[config.mk]
export PLATFORM = sky130hd
export DESIGN_NAME = page_write_seq
export DESIGN_NICKNAME = d
export VERILOG_FILES = /design/src/rtl/pws_pkg.sv /design/src/rtl/pws_page_buf.sv /design/src/rtl/pws_seq.sv /design/src/rtl/pws_array.sv /design/src/rtl/page_write_seq.sv
export SDC_FILE = /design/constraint.sdc
export NUM_CORES = 2
export LEC_CHECK = 0
export BUFFER_PORTS_ARGS = -buffer_cell sky130_fd_sc_hd__buf_2
export CAP_MARGIN = 25
export CORE_ASPECT_RATIO = 0.8
export CORE_MARGIN = 2
export CORE_UTILIZATION = 41
export DETAILED_ROUTE_END_ITERATION = 6
export HOLD_SLACK_MARGIN = 0.1
export PLACE_DENSITY = 0.65
export RECOVER_POWER = 100
export SYNTH_ARGS = -nofsm -noshare
export SYNTH_HDL_FRONTEND = slang
export SYNTH_SLANG_ARGS = --single-unit
export TNS_END_PERCENT = 10
[constraint.sdc]
create_clock -name clk -period 2.2 [get_ports clk]
set_input_delay 0.22 -clock clk [delete_from_list [all_inputs] [get_ports clk]]
set_output_delay 0.22 -clock clk [all_outputs]
set_load 0.03 [all_outputs]
[src/rtl/pws_pkg.sv]
package pws_pkg;
    typedef enum logic [1:0] {
        PH_IDLE  = 2'd0,
        PH_ERASE = 2'd1,
        PH_PROG  = 2'd2
    } phase_e;
endpackage

[src/rtl/pws_page_buf.sv]
module pws_page_buf #(
    parameter int AW   = 7,
    parameter int PAGE = 16
) (
    input  logic                  clk,
    input  logic                  rst_n,
    input  logic                  busy,
    input  logic                  cmd_start,
    input  logic [AW-1:0]         start_addr,
    input  logic                  byte_valid,
    input  logic [7:0]            byte_data,
    output logic [AW-$clog2(PAGE)-1:0] page,
    output logic [PAGE-1:0]       mask,
    output logic [PAGE-1:0][7:0]  data,
    output logic                  has_data
);
    localparam int OW  = $clog2(PAGE);
    localparam int PGW = AW - OW;

    typedef struct packed {
        logic [PGW-1:0]       page;
        logic [OW-1:0]        off;
        logic [PAGE-1:0]      mask;
        logic [PAGE-1:0][7:0] data;
    } buf_t;

    buf_t buf_d, buf_q;

    always_comb begin
        buf_d = buf_q;
        if (!busy) begin
            if (cmd_start) begin
                buf_d.page = start_addr[AW-1:OW];
                buf_d.off  = start_addr[OW-1:0];
                buf_d.mask = '0;
            end else if (byte_valid) begin
                buf_d.data[buf_q.off] = byte_data;
                buf_d.mask[buf_q.off] = 1'b1;
                buf_d.off             = buf_q.off + 1'b1; // wraps inside page
            end
        end
    end

    always_ff @(posedge clk or negedge rst_n) begin
        if (!rst_n) buf_q <= '0;
        else        buf_q <= buf_d;
    end

    assign page     = buf_q.page;
    assign mask     = buf_q.mask;
    assign data     = buf_q.data;
    assign has_data = |buf_q.mask;

    // the written-slot record cannot change during a cycle
    p_mask_frozen_r8: assert property (@(posedge clk) disable iff (!rst_n)
        busy |=> $stable(buf_q.mask));
    // a new command starts with no slot recorded
    p_mask_clear_r9: assert property (@(posedge clk) disable iff (!rst_n)
        (!busy && cmd_start) |=> (buf_q.mask == '0));
endmodule

[src/rtl/pws_seq.sv]
module pws_seq #(
    parameter int TW = 8
) (
    input  logic clk,
    input  logic rst_n,
    input  logic commit,
    input  logic has_data,
    output logic busy,
    output logic done,
    output logic erase_go,
    output logic prog_go
);
    import pws_pkg::*;

    localparam int HALF = TW / 2;
    localparam int REST = TW - HALF;
    localparam int CW   = $clog2(TW);

    typedef struct packed {
        phase_e        ph;
        logic [CW-1:0] cnt;
        logic          done;
    } seq_t;

    seq_t seq_d, seq_q;

    always_comb begin
        seq_d      = seq_q;
        seq_d.done = 1'b0;
        erase_go   = 1'b0;
        prog_go    = 1'b0;
        case (seq_q.ph)
            PH_IDLE: begin
                if (commit && has_data) begin
                    seq_d.ph  = PH_ERASE;
                    seq_d.cnt = '0;
                end
            end
            PH_ERASE: begin
                erase_go  = (seq_q.cnt == '0);
                seq_d.cnt = seq_q.cnt + 1'b1;
                if (seq_q.cnt == CW'(HALF - 1)) begin
                    seq_d.ph  = PH_PROG;
                    seq_d.cnt = '0;
                end
            end
            PH_PROG: begin
                seq_d.cnt = seq_q.cnt + 1'b1;
                if (seq_q.cnt == CW'(REST - 1)) begin
                    prog_go    = 1'b1;
                    seq_d.ph   = PH_IDLE;
                    seq_d.cnt  = '0;
                    seq_d.done = 1'b1;
                end
            end
            default: seq_d.ph = PH_IDLE;
        endcase
    end

    always_ff @(posedge clk or negedge rst_n) begin
        if (!rst_n) seq_q <= '{ph: PH_IDLE, cnt: '0, done: 1'b0};
        else        seq_q <= seq_d;
    end

    assign busy = (seq_q.ph != PH_IDLE);
    assign done = seq_q.done;

    // checker: length of the current busy run
    logic [CW:0] run_q;
    always_ff @(posedge clk or negedge rst_n) begin
        if (!rst_n)    run_q <= '0;
        else if (busy) run_q <= run_q + 1'b1;
        else           run_q <= '0;
    end

    initial begin
        if (TW < 2) $error("TW must be at least 2");
    end

    p_busy_len_r5: assert property (@(posedge clk) disable iff (!rst_n)
        done |-> (run_q == (CW+1)'(TW) && !busy));
    p_done_pulse_r5: assert property (@(posedge clk) disable iff (!rst_n)
        done |=> !done);
    p_empty_commit_r4: assert property (@(posedge clk) disable iff (!rst_n)
        (!busy && commit && !has_data) |=> !busy);
    p_no_overlap_r7: assert property (@(posedge clk) disable iff (!rst_n)
        erase_go |-> !prog_go);
endmodule

[src/rtl/pws_array.sv]
module pws_array #(
    parameter int DEPTH = 128,
    parameter int PAGE  = 16
) (
    input  logic                  clk,
    input  logic                  rst_n,
    input  logic                  busy,
    input  logic                  erase_go,
    input  logic                  prog_go,
    input  logic [$clog2(DEPTH)-$clog2(PAGE)-1:0] wr_page,
    input  logic [PAGE-1:0]       wr_mask,
    input  logic [PAGE-1:0][7:0]  wr_data,
    input  logic                  rd_req,
    input  logic [$clog2(DEPTH)-1:0] rd_addr,
    output logic [7:0]            rd_data
);
    logic [7:0] mem_d [DEPTH];
    logic [7:0] mem_q [DEPTH];
    logic [7:0] rd_d, rd_q;

    always_comb begin
        for (int i = 0; i < DEPTH; i++) begin
            mem_d[i] = mem_q[i];
            if ((i / PAGE) == int'(wr_page) && wr_mask[i % PAGE]) begin
                if (erase_go) mem_d[i] = 8'h00;
                if (prog_go)  mem_d[i] = wr_data[i % PAGE];
            end
        end
        rd_d = rd_q;
        if (rd_req && !busy) rd_d = mem_q[rd_addr];
    end

    always_ff @(posedge clk or negedge rst_n) begin
        if (!rst_n) begin
            for (int i = 0; i < DEPTH; i++) mem_q[i] <= 8'hFF;
            rd_q <= 8'hFF;
        end else begin
            mem_q <= mem_d;
            rd_q  <= rd_d;
        end
    end

    assign rd_data = rd_q;

    p_rd_hold_r8: assert property (@(posedge clk) disable iff (!rst_n)
        busy |=> $stable(rd_data));
endmodule

[src/rtl/page_write_seq.sv]
module page_write_seq #(
    parameter int DEPTH = 128,
    parameter int PAGE  = 16,
    parameter int TW    = 8,
    localparam int AW   = $clog2(DEPTH)
) (
    input  logic          clk,
    input  logic          rst_n,
    input  logic          cmd_start,
    input  logic [AW-1:0] start_addr,
    input  logic          byte_valid,
    input  logic [7:0]    byte_data,
    input  logic          commit,
    input  logic          rd_req,
    input  logic [AW-1:0] rd_addr,
    output logic [7:0]    rd_data,
    output logic          busy,
    output logic          done
);
    localparam int PGW = AW - $clog2(PAGE);

    logic [PGW-1:0]       pg;
    logic [PAGE-1:0]      mask;
    logic [PAGE-1:0][7:0] bdata;
    logic                 has_data;
    logic                 erase_go;
    logic                 prog_go;

    pws_page_buf #(.AW(AW), .PAGE(PAGE)) u_buf (
        .clk(clk), .rst_n(rst_n), .busy(busy),
        .cmd_start(cmd_start), .start_addr(start_addr),
        .byte_valid(byte_valid), .byte_data(byte_data),
        .page(pg), .mask(mask), .data(bdata), .has_data(has_data)
    );

    pws_seq #(.TW(TW)) u_seq (
        .clk(clk), .rst_n(rst_n), .commit(commit), .has_data(has_data),
        .busy(busy), .done(done), .erase_go(erase_go), .prog_go(prog_go)
    );

    pws_array #(.DEPTH(DEPTH), .PAGE(PAGE)) u_arr (
        .clk(clk), .rst_n(rst_n), .busy(busy),
        .erase_go(erase_go), .prog_go(prog_go),
        .wr_page(pg), .wr_mask(mask), .wr_data(bdata),
        .rd_req(rd_req), .rd_addr(rd_addr), .rd_data(rd_data)
    );
endmodule

==> results.toml <==
[yosys]
syn-instance-count = 4726
yosysSeqAreaShare = 0.589
avgSynthCellArea_um2 = 11.2
synthArstFlopShare = 1.00
synthesis.area_um2 = 52700
ys_ff_latch = 1189
synth_edf_count = 0
ys_types = 48
yosys_warnings = 0
syn_nets = 4765
synth_ff_type = "dfstp_2"

[final_layout]
fin_util = 0.503
final_common_cell = "nand2_1"
final_cell_mix = "1310 x nand2_1, 1040 x o21ai_0, 1032 x dfstp_2"
syn_to_final_growth_pct = 21.6
drive_gt1_frac = 0.419
nets = 5247
fillCellCount = 11300

[global_routing]
grt_pass1_vias = 39100
grt_usage = 0.301
grt_pass1_wl_um = 286000
grt_overflow = 0
antenna_found_initial = 27
grt_max_degree = 110

[worst_hold_path]
worstHoldPathType = "input port to register"
hold_path_startpoint = "byte_data[5]"
hold_depth = 2

[power]
p_clk_frac = 0.410
swShare = 0.264
seqPwrFrac = 0.477
combPwrFrac = 0.114
p_int_mw = 37.0
p_switching_mw = 13.3
vdd_drop_max_mv = 0.847
power_leakage_nw = 24.0
power_per_cell_area_nw_per_um2 = 784

[route]
ant_nets = 0
routed_via_density = 5.82
initialDrtViolationCount = 4547
vias = 40600
dr.pass1.iters = 6
wl_per_cell_um = 28.5
drc = 0
wl_um = 199000

[clock_tree]
cts_buffer_depth = 3
clk_latency_ns = 0.77
clkSinkCount = 1189
cts-htree-levels = 3
cts_buffers = 113
cts_root_buf = "clkbuf_16"
cts_tree = "built"
clk_pin_slew_ns = 0.07

[worst_setup_path]
critPathKind = "register to primary output"
path_max_fanout = 8
worstPathRequired_ns = 1.98
endpoint_kind = "primary output"
crit_arrival_ns = 1.94
r2r_cells = 8
reg2reg_from = "u_seq.seq_q[4]$_DFFE_PN0P_"
critPathLaunchType = "register"
rrSetupSlack_ns = 0.05

[floorplanning]
core.rowCount = 117
ios = 38
start_util = 0.414
die-area_um2 = 131000
chipWidth_um = 405
coreArea_um2 = 127000
fp.dieH_um = 325

[sta]
drv_slew = 0
whs_ns = 0.184
rsz0062_at_grt = "yes"
skew_ns = 0.0385
layout_setup_ws_ns = 0.0368
period_minus_slack_ns = 2.16
tightestPinTransition_ns = 1.37
finalCritPeriodShare = 0.983
max_slew_margin = 0.0873
setup_viol = 0
fmax_mhz = 462
tns_ns = 0
hold_viol_final = 0

[placement]
portBuffers = 37
place_congestion = 1.00
pre_cts_slack_ns = -0.258
hpwl_um = 146000

[flow_run]
max-cap-violations = 0

[outcome]
status = "finished, final reports clean"
## Yosys cell counts (20+ instances only)
cell      count  area share
buf_2        22      0.0021
mux2_2      151       0.032
o21ai_0    1050        0.10
nor2b_1      31      0.0037
dfrtp_1     157       0.075
a31oi_1      20      0.0024
mux2i_1     156       0.030
o22ai_1      64      0.0076
dfstp_2    1032        0.51
mux4_2      190       0.081
o221ai_1     48      0.0080
a21oi_1      26      0.0025
buf_4        26      0.0037
nor2_1       26      0.0019
clkbuf_1    215       0.015
nand2_1    1318       0.094
## final cells by class
type,instances,area (um^2),area share
clock inverter,40,508,0.00793
inverter,15,58.8,0.000917
clock buffer,171,3340,0.0521
antenna,7,17.5,0.000273
multi-input combinational,3236,20400,0.319
sequential,1189,31000,0.484
tap,1666,2080,0.0325
timing repair buffer,653,6620,0.103
## stage by stage
step | area, um^2 | cells | power, mW
2_1_floorplan | 52700 | 4726 | 26.6
3_3_place_gp | 60200 | 6739 | 29.6
3_5_place_dp | 60200 | 6739 | 29.7
4_1_cts | 64200 | 6970 | 50.3
5_1_grt | 64100 | 6972 | 51.7
6_report | 64100 | 6977 | 50.3
## routing by layer
metal / global-route usage / part of all wire / vias up
met5: 0 / 0.00028 / -
met4: 0.111 / 0.043 / 8
met3: 0.0897 / 0.11 / 329
met2: 0.421 / 0.42 / 1838
met1: 0.440 / 0.43 / 20800
li1: - / - / 17600
## critical path, cell delays in order, from the launching register on
cell and delay (ns):
dfrtp_1 0.41, inv_2 0.08, ha_2 0.20, buf_12 0.14, buf_4 0.16, inv_4 0.09, buf_6 0.13
## power by group through the flow
stage / clock network (mW) / registers, mW / logic [mW]
after floorplan: 0 / 24.0 / 2.65
after global placement: 0 / 24.2 / 5.40
after detailed placement: 0 / 24.2 / 5.49
after CTS: 20.8 / 23.9 / 5.64
after global routing: 21.6 / 24.1 / 6.01
final: 20.6 / 24.0 / 5.72
## cells by family after synthesis
group	count (synthesis)	share of synthesized area
simple gates	1445	0.107
compound gates	1283	0.132
flops	1189	0.589
mux	497	0.143
buf+inv	301	0.0262
fa+ha+maj	11	0.00261
## worst max-delay path by stage
| stage | from | end | slack (ns) |
|---|---|---|---|
| 3_5_place_dp | rd_addr[0] | u_arr.rd_data[4]$_DFFE_PN1P_ | -0.26 |
| 5_1_grt | u_seq.seq_q[4]$_DFFE_PN0P_ | register | -0.05 |
| 4_1_cts | u_seq.seq_q[5]$_DFFE_PN0P_ | u_arr.mem_q[807]$_DFFE_PN1P_ | 0.01 |
| 6_report | u_seq.seq_q[4]$_DFFE_PN0P_ | busy | 0.04 |
| 3_3_place_gp | rd_addr[0] | u_arr.rd_data[2]$_DFFE_PN1P_ | -0.32 |
| 2_1_floorplan | u_seq.seq_q[5]$_DFFE_PN0P_ | u_arr.mem_q[256]$_DFFE_PN1P_ | 0.07 |
## repair_timing
item,CTS,global route
resized for setup,23,39
setup endpoints to repair,634,329
hold buffers,19,0
pin swaps,0,4
endpoints found under the hold margin,455,0
buffers inserted,1,0
No activity file was read; power rests on OpenSTA's default activity.
